$ cat config.mk
export PLATFORM = sky130hd
export DESIGN_NAME = ack_wait_ctrl
export DESIGN_NICKNAME = d
export VERILOG_FILES = /design/src/rtl/ackw_pkg.sv /design/src/rtl/ackw_us_tick.sv /design/src/rtl/ackw_phase_timer.sv /design/src/rtl/ackw_deadline.sv /design/src/rtl/ack_wait_ctrl.sv
export SDC_FILE = /design/constraint.sdc
export NUM_CORES = 1
export LEC_CHECK = 0
export ABC_AREA = 1
export BUFFER_PORTS_ARGS = -buffer_cell sky130_fd_sc_hd__buf_4
export CAP_MARGIN = 20
export CORE_MARGIN = 10
export CORE_UTILIZATION = 52
export CTS_BUF_LIST = sky130_fd_sc_hd__clkbuf_4 sky130_fd_sc_hd__clkbuf_8
export CTS_CLUSTER_DIAMETER = 100
export DETAILED_ROUTE_END_ITERATION = 6
export MAX_ROUTING_LAYER = met4
export PLACE_DENSITY = 0.74
export SLEW_MARGIN = 20
export SYNTH_ARGS = -nofsm -noshare
export SYNTH_HDL_FRONTEND = slang
export SYNTH_SLANG_ARGS = --single-unit
$ cat constraint.sdc
create_clock -name clk -period 5.3 [get_ports clk]
set_clock_uncertainty 0.2 [all_clocks]
set_input_delay 0.265 -clock clk [delete_from_list [all_inputs] [get_ports clk]]
set_output_delay 0.265 -clock clk [all_outputs]
set_load 0.02 [all_outputs]
$ cat src/rtl/ackw_pkg.sv
// Shared types and constants for the acknowledge wait controller.
// Assumes: nothing beyond IEEE 1800-2017.
package ackw_pkg;
    typedef enum logic [1:0] {
        ST_IDLE   = 2'd0,
        ST_PULSE  = 2'd1,
        ST_LISTEN = 2'd2,
        ST_HEARD  = 2'd3
    } ackw_state_t;

    localparam logic [7:0] ACK_CODE = 8'h06;
endpackage

$ cat src/rtl/ackw_us_tick.sv
// Microsecond prescaler: emits a one-cycle tick every CLK_PER_US cycles
// while run is high. clr restarts the count so that the first tick after
// a start falls exactly CLK_PER_US cycles later.
// Assumes: CLK_PER_US >= 1.
module ackw_us_tick #(
    parameter int CLK_PER_US = 100
) (
    input  logic clk,
    input  logic rst_n,
    input  logic clr,
    input  logic run,
    output logic tick
);
    localparam int PRE_W = (CLK_PER_US > 1) ? $clog2(CLK_PER_US) : 1;
    localparam logic [PRE_W-1:0] PRE_LAST = PRE_W'(CLK_PER_US - 1);

    logic [PRE_W-1:0] pre_q;

    assign tick = run && (pre_q == PRE_LAST);

    // Count clock cycles within one microsecond.
    always_ff @(posedge clk) begin
        if (!rst_n || clr || !run || tick) pre_q <= '0;
        else                               pre_q <= pre_q + 1'b1;
    end


    pre_in_range_chk: assert property (@(posedge clk) disable iff (!rst_n)
        pre_q <= PRE_LAST);
endmodule

$ cat src/rtl/ackw_phase_timer.sv
// Measures the current keep-alive or listen phase in microsecond ticks.
// phase_end pulses on the tick that completes the selected length; the
// counter then wraps by itself, and it is also cleared on clr.
// Assumes: PULSE_US >= 1 and LISTEN_US >= 1.
module ackw_phase_timer #(
    parameter int PULSE_US  = 10,
    parameter int LISTEN_US = 132
) (
    input  logic clk,
    input  logic rst_n,
    input  logic clr,
    input  logic tick,
    input  logic sel_listen,
    output logic phase_end
);
    localparam int MAX_US = (LISTEN_US > PULSE_US) ? LISTEN_US : PULSE_US;
    localparam int PH_W   = $clog2(MAX_US + 1);

    logic [PH_W-1:0] cnt_q;
    logic [PH_W-1:0] len_m1;

    // Pick the length of the phase being timed.
    always_comb begin
        len_m1 = sel_listen ? PH_W'(LISTEN_US - 1) : PH_W'(PULSE_US - 1);
    end

    assign phase_end = tick && (cnt_q == len_m1);

    // Count elapsed microseconds in the current phase.
    always_ff @(posedge clk) begin
        if (!rst_n || clr || phase_end) cnt_q <= '0;
        else if (tick)                  cnt_q <= cnt_q + 1'b1;
    end


    phase_bound_chk: assert property (@(posedge clk) disable iff (!rst_n)
        cnt_q <= PH_W'(MAX_US - 1));
endmodule

$ cat src/rtl/ackw_deadline.sv
// Response deadline: loads a microsecond count and decrements it on each
// tick while run is high. expired is high while the count is zero.
// Assumes: load only occurs when the controller is idle.
module ackw_deadline #(
    parameter int TO_W = 32
) (
    input  logic            clk,
    input  logic            rst_n,
    input  logic            load,
    input  logic [TO_W-1:0] load_val,
    input  logic            tick,
    input  logic            run,
    output logic            expired
);
    logic [TO_W-1:0] rem_q;

    assign expired = (rem_q == '0);

    // Hold the remaining time of the current wait.
    always_ff @(posedge clk) begin
        if (!rst_n)                          rem_q <= '0;
        else if (load)                       rem_q <= load_val;
        else if (run && tick && !expired)    rem_q <= rem_q - 1'b1;
    end


    rem_monotone_chk: assert property (@(posedge clk) disable iff (!rst_n)
        !load |=> rem_q <= $past(rem_q));
endmodule

$ cat src/rtl/ack_wait_ctrl.sv
// Sender-side wait for a synchronous response byte on a shared wire.
// It alternates quarter-bit high pulses with listen windows until the
// response pad is seen, then waits for the byte receiver. It ends on
// acknowledge, on another byte, or on the loaded timeout.
// Assumes: line_in is asynchronous (synchronised here); rx_valid/rx_byte
// are synchronous one-cycle strobes from a byte receiver.
module ack_wait_ctrl #(
    parameter int CLK_PER_US  = 100,
    parameter int DATA_BIT_US = 40,
    parameter int PAD_BIT_US  = 92,
    parameter int TO_W        = 32
) (
    input  logic            clk,
    input  logic            rst_n,
    input  logic            start,
    input  logic [TO_W-1:0] timeout_us,
    input  logic            line_in,
    input  logic            rx_valid,
    input  logic [7:0]      rx_byte,
    output logic            line_out,
    output logic            line_oe,
    output logic            busy,
    output logic            done_ack,
    output logic            done_nack,
    output logic            done_timeout
);
    import ackw_pkg::*;

    localparam int PULSE_US  = (DATA_BIT_US / 4 > 0) ? DATA_BIT_US / 4 : 1;
    localparam int LISTEN_US = DATA_BIT_US + PAD_BIT_US;

    ackw_state_t st_q, st_d;
    logic        sync1_q, line_hi_q;
    logic        start_acc, active, tick, phase_end, expired;

    assign active    = (st_q != ST_IDLE);
    assign start_acc = start && !active;

    // Bring the wire level into the clock domain.
    always_ff @(posedge clk) begin
        if (!rst_n) begin
            sync1_q   <= 1'b0;
            line_hi_q <= 1'b0;
        end else begin
            sync1_q   <= line_in;
            line_hi_q <= sync1_q;
        end
    end

    ackw_us_tick #(.CLK_PER_US(CLK_PER_US)) u_tick (
        .clk(clk), .rst_n(rst_n), .clr(start_acc), .run(active), .tick(tick)
    );

    ackw_phase_timer #(.PULSE_US(PULSE_US), .LISTEN_US(LISTEN_US)) u_phase (
        .clk(clk), .rst_n(rst_n), .clr(st_q != st_d), .tick(tick),
        .sel_listen(st_q != ST_PULSE), .phase_end(phase_end)
    );

    ackw_deadline #(.TO_W(TO_W)) u_deadline (
        .clk(clk), .rst_n(rst_n), .load(start_acc), .load_val(timeout_us),
        .tick(tick), .run(active), .expired(expired)
    );

    // Choose the next phase of the wait.
    always_comb begin
        st_d = st_q;
        if (!active) begin
            if (start) st_d = ST_PULSE;
        end else if (rx_valid || expired) begin
            st_d = ST_IDLE;
        end else begin
            unique case (st_q)
                ST_PULSE:  if (phase_end) st_d = ST_LISTEN;
                ST_LISTEN: begin
                    if (line_hi_q)      st_d = ST_HEARD;
                    else if (phase_end) st_d = ST_PULSE;
                end
                default:   st_d = st_q;
            endcase
        end
    end

    // Register the phase and the terminating status.
    always_ff @(posedge clk) begin
        if (!rst_n) begin
            st_q         <= ST_IDLE;
            done_ack     <= 1'b0;
            done_nack    <= 1'b0;
            done_timeout <= 1'b0;
        end else begin
            st_q         <= st_d;
            done_ack     <= active && rx_valid && (rx_byte == ACK_CODE);
            done_nack    <= active && rx_valid && (rx_byte != ACK_CODE);
            done_timeout <= active && !rx_valid && expired;
        end
    end

    assign line_oe  = (st_q == ST_PULSE);
    assign line_out = (st_q == ST_PULSE);
    assign busy     = active;


    one_status_chk: assert property (@(posedge clk) disable iff (!rst_n)
        $onehot0({done_ack, done_nack, done_timeout}));


    release_on_done_chk: assert property (@(posedge clk) disable iff (!rst_n)
        (done_ack || done_nack || done_timeout) |-> (!line_oe && !busy));


    heard_no_pulse_chk: assert property (@(posedge clk) disable iff (!rst_n)
        (st_q == ST_HEARD) |=> (st_q == ST_HEARD || st_q == ST_IDLE));


    start_ignored_chk: assert property (@(posedge clk) disable iff (!rst_n)
        (active && start && !rx_valid && !expired) |=> busy);
endmodule

==> out/qor.yml, run 1 <==
r2r_cells: 9
slew_headroom_pct: 32.5
power_density_nw_per_um2: 271
grt_first_pass_wirelength_um: 13600
final_common_cell: "nand2_1"
cp_max_fo: 39
clkTransAtPathRegs_ns: 0.10
design.core.area_um2: 6310
crit_top_cell: "inv_1"
io_pins: 51
cp.arrival_ns: 3.04
root_buffer: "clkbuf_8"
htree_levels: 2
ys_ff_latch: 54
die_y_um: 100
hold-path-endpoint: "u_deadline.rem_q[4]$_SDFFE_PN0P_"
ys.warnings.count: 0
syn_nets: 559
power.leakage_nw: 1.71
synth_area_um2: 3360
ys_seq_area_share_pct: 32.1
multi_input_area_um2: 1950
dr.pass1.iters: 4
fp.dieArea_um2: 10100
fin_crit_sh_pct: 58.0
drc_errors: 0
routed_wirelength_um: 7900
holdWs_ns: 0.0158
start_util_pct: 53.3
grt_pass1_vias: 3143
path_cells: "inv_1, ha_1, nand2_1, buf_4, inv_1, nor2_4, nor2_1, o21ai_0, a21oi_1"
dp_hpwl_um: 5950
fillers: 624
initialDrtViolationCount: 186
startpoint_type: "register"
place_congestion: 0.915
synth_area_per_cell_um2: 6.62
tns_ns: 0
cts.sinks: 54
mostFrequentLayoutCells: "nand2_1, nor2_1, inv_1"
wl_per_cell_um: 12.6
grt_antenna_before_repair: 0
fin_nets: 602
rsz0062_at_grt: "no"
holdPathStages: 3
numCtsBuffers: 5
fin_ws_ns: 2.23
endpoint_kind: "register"
grt_overflow_total: 0
regArea_um2: 1080
power_mw: 1.05
postPlaceCellArea_um2: 3750
setup_viol: 0
max_stage_delay_ns: 0.71
cts_buffer_depth: 2
vdd.ir_drop.worst_uv: 150
drv_slew: 0
regToRegEndpoint: "u_deadline.rem_q[22]$_SDFFE_PN0P_"
area_delta_synth_final_pct: 15.3
hold_viol_final: 0
timing.fmax_mhz: 325
max-cap-violations: 0
grt_usage_pct: 16.2
cp_slowest_cell: "nor2_4"
hp-start: "timeout_us[4]"
postRouteAntennaNets: 0
syn_inst: 508
crit_required_ns: 5.27
yosysUniqueCellTypes: 34
status: "finished, final reports clean"
post-place-ws_ns: 2.24
ctsResizeCount: 0
cp_num_buf_inv: 3
grt_max_degree: 40
post-route-cell-area_um2: 3880
io_buffers: 50
yosysTopAreaCellShare_pct: 32.1
cpLargestDelayFamily: "buffers and inverters"
regToRegStartpoint: "st_q[0]$_SDFF_PN0_"
rows: 29
via_per_inst: 5.25
die_w_um: 100
netlist_top_cells_area: "dfxtp_1, nand2_1, nor2_1"
period_needed_ns: 3.07
critical_path_class: "register to register"
synth_top_area_cell: "dfxtp_1"
worst_slew_pin_slew_ns: 1.01
insertion_delay_ns: 0.31
drive_above_1_share_pct: 15.2
vias: 3300
antenna_cells: 0
min_path_type: "primary input to register"
rrSetupSlack_ns: 2.23
cts_tree: "yes"
==> cell families after synthesis <==
group	after synthesis	share of synthesized area (%)
and+or+nand+nor	255	34.5
AOI/OAI and AO/OA	85	13.9
buffers and inverters	80	10.0
DFF	54	32.1
xor gates and xnor gates	28	7.29
adders and majority gates	6	2.23
==> metrics by stage <==
step,util (%),instances
6_report,61.5,629
5_1_grt,61.5,629
4_1_cts,61.5,629
3_5_place_dp,59.4,619
3_3_place_gp,59.4,619
2_1_floorplan,-,508
==> worst register-to-register path: stages (launching register included) <==
cell and delay (ns):
dfxtp_1 0.46, inv_1 0.12, ha_1 0.25, nand2_1 0.07, buf_4 0.35, inv_1 0.51
nor2_4 0.71, nor2_1 0.09, o21ai_0 0.10, a21oi_1 0.08
==> worst max path at each step <==
stage | slack (ns) | end | startpoint | depth (start not counted)
global placement | 2.36 | u_deadline.rem_q[31]$_SDFFE_PN0P_ | st_q[0]$_SDFF_PN0_ | 9
global route | 1.92 | u_deadline.rem_q[31]$_SDFFE_PN0P_ | st_q[0]$_SDFF_PN0_ | 9
finish | 2.23 | u_deadline.rem_q[22]$_SDFFE_PN0P_ | st_q[0]$_SDFF_PN0_ | 9
floorplan | 3.08 | u_phase.cnt_q[7]$_SDFFE_PP0P_ | st_q[0]$_SDFF_PN0_ | 11
detailed placement | 2.24 | u_deadline.rem_q[31]$_SDFFE_PN0P_ | st_q[0]$_SDFF_PN0_ | 9
CTS | 2.23 | u_deadline.rem_q[22]$_SDFFE_PN0P_ | st_q[0]$_SDFF_PN0_ | 9
==> cell usage after synthesis <==
library cell / count
nand2_1: 90
nor2_1: 86
inv_1: 61
dfxtp_1: 54
o21ai_0: 35
a21oi_1: 26
nand3_1: 26
xor2_1: 21
a31oi_1: 13
nor3_1: 13
clkbuf_1: 11
nand4_1: 10
nor2_2: 7
xnor2_1: 7
ha_1: 6
buf_6: 4
nor2_4: 4
nor4_1: 4
o211ai_1: 4
or2_2: 4
nand2_2: 3
o21ai_1: 3
a211oi_1: 2
buf_2: 2
nand3_4: 2
nand3b_1: 2
a211oi_2: 1
a21boi_0: 1
and2_1: 1
buf_4: 1
inv_2: 1
nand3_2: 1
nor3_2: 1
or4_1: 1
==> registers in the layout, summed over array words and instances (netlist names) <==
| signal | flops |
|---|---|
| u_deadline.rem_q | 32 |
| u_phase.cnt_q | 8 |
| u_tick.pre_q | 7 |
| st_q | 2 |
| done_ack | 1 |
| done_nack | 1 |
| done_timeout | 1 |
| line_hi_q | 1 |
| sync1_q | 1 |
==> repair_timing <==
action / 4_1_cts / 5_1_grt
setup buffers: 0 / 0
hold buffers: 2 / 0
hold endpoints to repair: 2 / 0
==> where the power goes <==
group          internal [mW]  total (mW)  switching, mW  leakage, nW
registers              0.433       0.463         0.0301        0.442
clock network          0.142       0.284          0.142       0.0585
logic                  0.118       0.306          0.188         1.21
total                  0.693        1.05          0.360         1.71
==> metal layers <==
layer / track usage [%] / wire length [µm] / up-vias
met5: - / 0 / -
met4: 3.80 / 87 / 0
met3: 3.09 / 293 / 9
met2: 27.0 / 3840 / 56
met1: 19.6 / 3680 / 1509
li1: - / - / 1726
==> cell type report <==
| cell class | count | area share [%] |
|---|---|---|
| multi-input cells | 374 | 50.2 |
| repair buffers | 54 | 10.6 |
| well taps | 77 | 2.48 |
| flip-flops and latches | 54 | 27.9 |
| clock inverters | 3 | 1.13 |
| clock buffers | 5 | 1.77 |
| inverters | 62 | 6.00 |
(Power assumes the default switching activity.)
==> inputs of run 2 (changes only) <==
==> constraint.sdc (replaced) <==
create_clock -name clk -period 3.2 [get_ports clk]
set_clock_uncertainty 0.2 [all_clocks]
set_input_delay 0.16 -clock clk [delete_from_list [all_inputs] [get_ports clk]]
set_output_delay 0.16 -clock clk [all_outputs]
set_load 0.02 [all_outputs]
==> out/qor.yml, run 2 (synthesis results as in run 1) <==
tns_ns: 0  # unchanged
antenna_cells: 0  # unchanged
crit_top_cell: "nor2_4"
area_delta_synth_final_pct: 24.8
via_per_inst: 5.22  # -0.44%
fillers: 575  # -7.9%
htree_levels: 2  # unchanged
rows: 29  # unchanged
power.leakage_nw: 1.84  # +7.8%
final_common_cell: "nand2_1"
die_y_um: 100  # unchanged
grt_first_pass_wirelength_um: 14800  # +8.8%
dr.pass1.iters: 4  # unchanged
design.core.area_um2: 6310  # unchanged
worst_slew_pin_slew_ns: 0.722  # -0.283 ns
endpoint_kind: "register"
fin_nets: 631  # +4.8%
io_pins: 51  # unchanged
r2r_cells: 11  # +2
cp_slowest_cell: "nor2_4"
fin_crit_sh_pct: 81.1  # +23 points
drc_errors: 0  # unchanged
max-cap-violations: 0  # unchanged
drive_above_1_share_pct: 14.6  # -0.59 points
clkTransAtPathRegs_ns: 0.10  # about the same
io_buffers: 50  # unchanged
regMostFlops: "u_deadline.rem_q"
grt_antenna_before_repair: 0  # unchanged
startpoint_type: "register"
slew_headroom_pct: 51.8  # +19 points
status: "finished, final reports clean"
ctsResizeCount: 0  # unchanged
crit_required_ns: 3.17  # -2.10 ns
dp_hpwl_um: 6170  # +3.7%
post_cts_buffers: 0  # unchanged
period_needed_ns: 2.59  # -0.479 ns
timing.fmax_mhz: 386  # +18%
reg.largest.list: "u_deadline.rem_q x32, u_phase.cnt_q x8, u_tick.pre_q x7"
start_util_pct: 53.3  # unchanged
setup_viol: 0  # unchanged
path_cells: "inv_1, ha_1, nand2_2, nor2_4, nand3_2, nor2_4, nor2_2, nor2_4, nor2_1, o21ai_0, a21oi_1"
grt_usage_pct: 17.5  # +1.4 points
cts.sinks: 54  # unchanged
holdPathStages: 5  # +2
routed_wirelength_um: 8500  # +7.7%
cp.arrival_ns: 2.56  # -0.48 ns
cts_tree: "yes"
grt_pass1_vias: 3367  # +7.1%
vias: 3437  # +4.2%
initialDrtViolationCount: 189  # +1.6%
power_density_nw_per_um2: 445  # +64%
largest_reg_flops: 32  # unchanged
instances_no_fill: 658  # +4.6%
critical_path_class: "register to register"
drv_slew: 0  # unchanged
cts_buffer_depth: 2  # unchanged
grt_overflow_total: 0  # unchanged
mostFrequentLayoutCells: "nand2_1, nor2_1, inv_1"
die_w_um: 100  # unchanged
rsz0062_at_grt: "no"
place_congestion: 0.939  # +2.6%
cp_max_fo: 31  # -21%
hold_viol_final: 0  # unchanged
postRouteAntennaNets: 0  # unchanged
min_path_type: "primary input to register"
placedCellCount: 620  # +0.16%
numCtsBuffers: 5  # unchanged
insertion_delay_ns: 0.31  # about the same
root_buffer: "clkbuf_8"
grt_max_degree: 32  # -20%
max_stage_delay_ns: 0.56  # -0.15 ns
fp.dieArea_um2: 10100  # unchanged
vdd.ir_drop.worst_uv: 270  # +80%
wl_per_cell_um: 12.9  # +2.9%
[run 2: changes by cell type in the layout (fill, tap and decap cells not counted)]
| cell | delta |
|---|---|
| inv_6 | -1 |
| bufinv_16 | +1 |
| clkinv_2 | -1 |
| clkbuf_8 | +1 |
| dlygate4sd3_1 | +28 |
| buf_4 | +1 |
[run 2: what timing repair did]
item,in CTS,in global routing
hold buffers,30,0
endpoints found under the setup margin,0,0
endpoints found under the hold margin,25,0
[run 2: final timing paths]
kind                                                           to                              from  slack (ns)
worst min register to register               line_hi_q$_SDFF_PN0_                sync1_q$_SDFF_PN0_        0.22
worst max register to register  u_deadline.rem_q[17]$_SDFFE_PN0P_  u_deadline.rem_q[0]$_SDFFE_PN0P_        0.61
worst min-delay path            u_deadline.rem_q[28]$_SDFFE_PN0P_                    timeout_us[28]        0.01
worst max-delay path            u_deadline.rem_q[17]$_SDFFE_PN0P_  u_deadline.rem_q[0]$_SDFFE_PN0P_        0.61
[run 2: where the power goes]
group / leakage [nW] / internal, mW / switching, mW
registers: 0.442 / 0.717 / 0.0515
clock network: 0.0714 / 0.334 / 0.231
logic: 1.33 / 0.217 / 0.320
total: 1.84 / 1.27 / 0.602
[run 2: layout make-up]
cell class / instances / area [µm²] / area share, %
multi-input combinational: 374 / 1950 / 46.4
inverter: 62 / 233 / 5.54
sequential: 54 / 1080 / 25.8
tap: 77 / 96.3 / 2.30
clock inverter: 2 / 60.1 / 1.43
clock buffer: 6 / 82.6 / 1.97
timing repair buffer: 83 / 698 / 16.6
[run 2: through the flow]
step | cell area, µm² | util [%] | setup WS (ns) | power [mW] | hold WS [ns]
CTS | 4200 | 66.5 | 0.618 | 1.87 | 0.0115
global placement | 3750 | 59.5 | 0.773 | 1.28 | 0.143
finish | 4200 | 66.5 | 0.606 | 1.87 | 0.0110
floorplan | 3360 | - | 0.983 | 1.16 | 0.0576
detailed placement | 3750 | 59.5 | 0.645 | 1.29 | 0.148
global route | 4200 | 66.5 | 0.380 | 1.99 | 0.0458
[run 2: worst max-delay path, delay by kind of cell, from the launching register on]
| kind | cells | cell delay [ns] |
|---|---|---|
| buffers and inverters | 1 | 0.15 |
| flip-flops | 1 | 0.36 |
| AO/OA/AOI/OAI | 2 | 0.18 |
| AND/OR/NAND/NOR | 7 | 1.32 |
| adder cells (fa/ha/maj) | 1 | 0.26 |
[run 2: routing by layer]
| layer | wire length [µm] | part of all wire, % | up-vias | GRT usage [%] |
|---|---|---|---|---|
| met5 | 0 | 0 | - | - |
| met2 | 4300 | 51 | 60 | 30.1 |
| met3 | 346 | 4.1 | 6 | 3.23 |
| met4 | 55 | 0.65 | 0 | 3.59 |
| li1 | - | - | 1780 | - |
| met1 | 3800 | 45 | 1591 | 20.9 |
==> inputs of run 3 (changes only) <==
--- a/config.mk
+++ b/config.mk
@@ -14,7 +14,7 @@
 export CTS_CLUSTER_DIAMETER = 100
 export DETAILED_ROUTE_END_ITERATION = 6
 export MAX_ROUTING_LAYER = met4
-export PLACE_DENSITY = 0.74
+export PLACE_DENSITY = 0.77
 export SLEW_MARGIN = 20
 export SYNTH_ARGS = -nofsm -noshare
 export SYNTH_HDL_FRONTEND = slang
==> constraint.sdc (replaced) <==
create_clock -name clk -period 2.2 [get_ports clk]
set_clock_uncertainty 0.2 [all_clocks]
set_input_delay 0.11 -clock clk [delete_from_list [all_inputs] [get_ports clk]]
set_output_delay 0.11 -clock clk [all_outputs]
set_load 0.02 [all_outputs]
==> out/qor.yml, run 3 (synthesis results as in run 1) <==
startpoint_type: "register"
start_util_pct: 53.3  # unchanged
cp.arrival_ns: 2.17  # -0.39 ns
largest_reg_flops: 32  # unchanged
final_core_util_pct: 71.1  # +4.6 points
max_stage_delay_ns: 0.36  # -0.20 ns
dr.pass1.iters: 4  # unchanged
cts_buffer_depth: 2  # unchanged
status: "finished, final reports clean"
vdd.ir_drop.worst_uv: 432  # +60%
insertion_delay_ns: 0.31  # about the same
fin_crit_sh_pct: 96.4  # +15 points
die_y_um: 100  # unchanged
final_common_cell: "nand2_1"
grt_first_pass_wirelength_um: 15400  # +4.1%
cts_tree: "yes"
grt_antenna_before_repair: 0  # unchanged
critical_path_class: "register to register"
rsz0062_at_grt: "yes"
regMostFlops: "u_deadline.rem_q"
holdPathStages: 5  # unchanged
design.core.area_um2: 6310  # unchanged
dp_hpwl_um: 6450  # +4.5%
path_cells: "inv_1, ha_2, nand2_2, nor2_4, nand4_1, nor2_1, a21oi_1, o21ai_0, o211ai_1, a21oi_1"
cpLargestDelayFamily: "simple AND/OR/NAND/NOR gates"
setup_viol: 0  # unchanged
io_buffers: 50  # unchanged
vias: 3571  # +3.9%
cts.sinks: 54  # unchanged
area_delta_synth_final_pct: 33.4
root_buffer: "clkbuf_8"
period_needed_ns: 2.12  # -0.474 ns
reg.largest.list: "u_deadline.rem_q x32, u_phase.cnt_q x8, u_tick.pre_q x7"
hold_viol_final: 0  # unchanged
initialDrtViolationCount: 193  # +2.1%
mostFrequentLayoutCells: "nand2_1, nor2_1, buf_4"
hold-path-endpoint: "u_deadline.rem_q[23]$_SDFFE_PN0P_"
worst_slew_pin_slew_ns: 0.450  # -0.272 ns
die_w_um: 100  # unchanged
holdWs_ns: 0.000168  # -0.0109 ns
grt_pass1_vias: 3439  # +2.1%
cp_slowest_cell: "dfxtp_2"
grt_usage_pct: 18.3  # +0.76 points
timing.fmax_mhz: 472  # +22%
cp_num_buf_inv: 1  # unchanged
htree_levels: 2  # unchanged
cp_max_fo: 5  # -84%
power.leakage_nw: 1.95  # +6.0%
postRouteAntennaNets: 0  # unchanged
rrSetupSlack_ns: 0.08  # -0.53 ns
regToRegStartpoint: "u_deadline.rem_q[0]$_SDFFE_PN0P_"
via_per_inst: 5.24  # +0.24%
endpoint_kind: "register"
drive_above_1_share_pct: 22.1  # +7.5 points
wl_per_cell_um: 13.6  # +5.3%
io_pins: 51  # unchanged
clkTransAtPathRegs_ns: 0.10  # about the same
max-cap-violations: 0  # unchanged
hp-start: "timeout_us[23]"
fp.dieArea_um2: 10100  # unchanged
place_congestion: 0.913  # -2.7%
grt_overflow_total: 0  # unchanged
slew_headroom_pct: 69.8  # +18 points
r2r_cells: 10  # -1
crit_required_ns: 2.25  # -0.92 ns
tns_ns: 0  # unchanged
regToRegEndpoint: "u_deadline.rem_q[30]$_SDFFE_PN0P_"
drv_slew: 0  # unchanged
routed_wirelength_um: 9280  # +9.1%
fin_nets: 655  # +3.8%
grt_max_degree: 28  # -13%
antenna_cells: 0  # unchanged
min_path_type: "primary input to register"
drc_errors: 0  # unchanged
rows: 29  # unchanged
critPathLaunch: "u_deadline.rem_q[0]$_SDFFE_PN0P_"
power_density_nw_per_um2: 578  # +30%
crit_top_cell: "a21oi_1"
numCtsBuffers: 5  # unchanged
## run 3: changes by cell type in the layout (fill, tap and decap cells not counted), moves of 5 or more
cell           previous run  this run
inv_1                    61        56
buf_4                    53        71
dlygate4sd3_1            30        35
nor2_1                   86        78
dfxtp_1                  54        49
nor2_2                    7        12
## run 3: metrics by stage
step	cell area (µm²)	std cells	total power [mW]	setup slack (ns)
global route	4490	682	2.75	-0.0605
detailed placement	3870	634	1.91	0.0178
finish	4490	682	2.59	0.0800
global placement	3870	634	1.90	0.117
floorplan	3360	508	1.68	0.0862
CTS	4310	676	2.55	0.00571
## run 3: area by class of cell
cell class                 count  area, µm²
clock inverter                 2       12.5
tap                           77       96.3
inverter                      62        238
fill                         531       1830
multi-input combinational    374       2060
timing repair buffer         107        903
clock buffer                   6       82.6
sequential                    54       1090
## run 3: layer usage
metal / vias to the layer above / global-route usage [%] / part of all wire (%)
met2: 94 / 31.5 / 51
met1: 1630 / 21.7 / 42
met5: - / - / 0
met4: 0 / 5.33 / 2.1
li1: 1826 / - / -
met3: 21 / 2.47 / 4.2
## run 3: how the worst max path moves through the flow
stage	cells after the start	slack, ns	endpoint
2_1_floorplan	16	0.09	u_phase.cnt_q[0]$_SDFFE_PP0P_
3_3_place_gp	15	0.12	u_phase.cnt_q[0]$_SDFFE_PP0P_
3_5_place_dp	15	0.02	u_phase.cnt_q[7]$_SDFFE_PP0P_
4_1_cts	15	0.006	u_phase.cnt_q[7]$_SDFFE_PP0P_
5_1_grt	15	-0.06	u_phase.cnt_q[3]$_SDFFE_PP0P_
6_report	10	0.08	u_deadline.rem_q[30]$_SDFFE_PN0P_
## run 3: report_power, final
part	internal (mW)	switching, mW	total [mW]
registers	1.04	0.0790	1.12
logic	0.373	0.496	0.869
clock network	0.254	0.349	0.603
## run 3: worst register-to-register path, cell delays in order (launching register included)
cell	delay, ns
dfxtp_2	0.36
inv_1	0.07
ha_2	0.19
nand2_2	0.09
nor2_4	0.16
nand4_1	0.21
nor2_1	0.24
a21oi_1	0.10
o21ai_0	0.20
o211ai_1	0.11
a21oi_1	0.12
## run 3: repair_timing
action	4_1_cts	5_1_grt
hold buffers	34	2
endpoints found under the setup margin	1	28
setup buffers	0	5
resized for setup	1	40
endpoints found under the hold margin	30	1
pin swaps	0	16
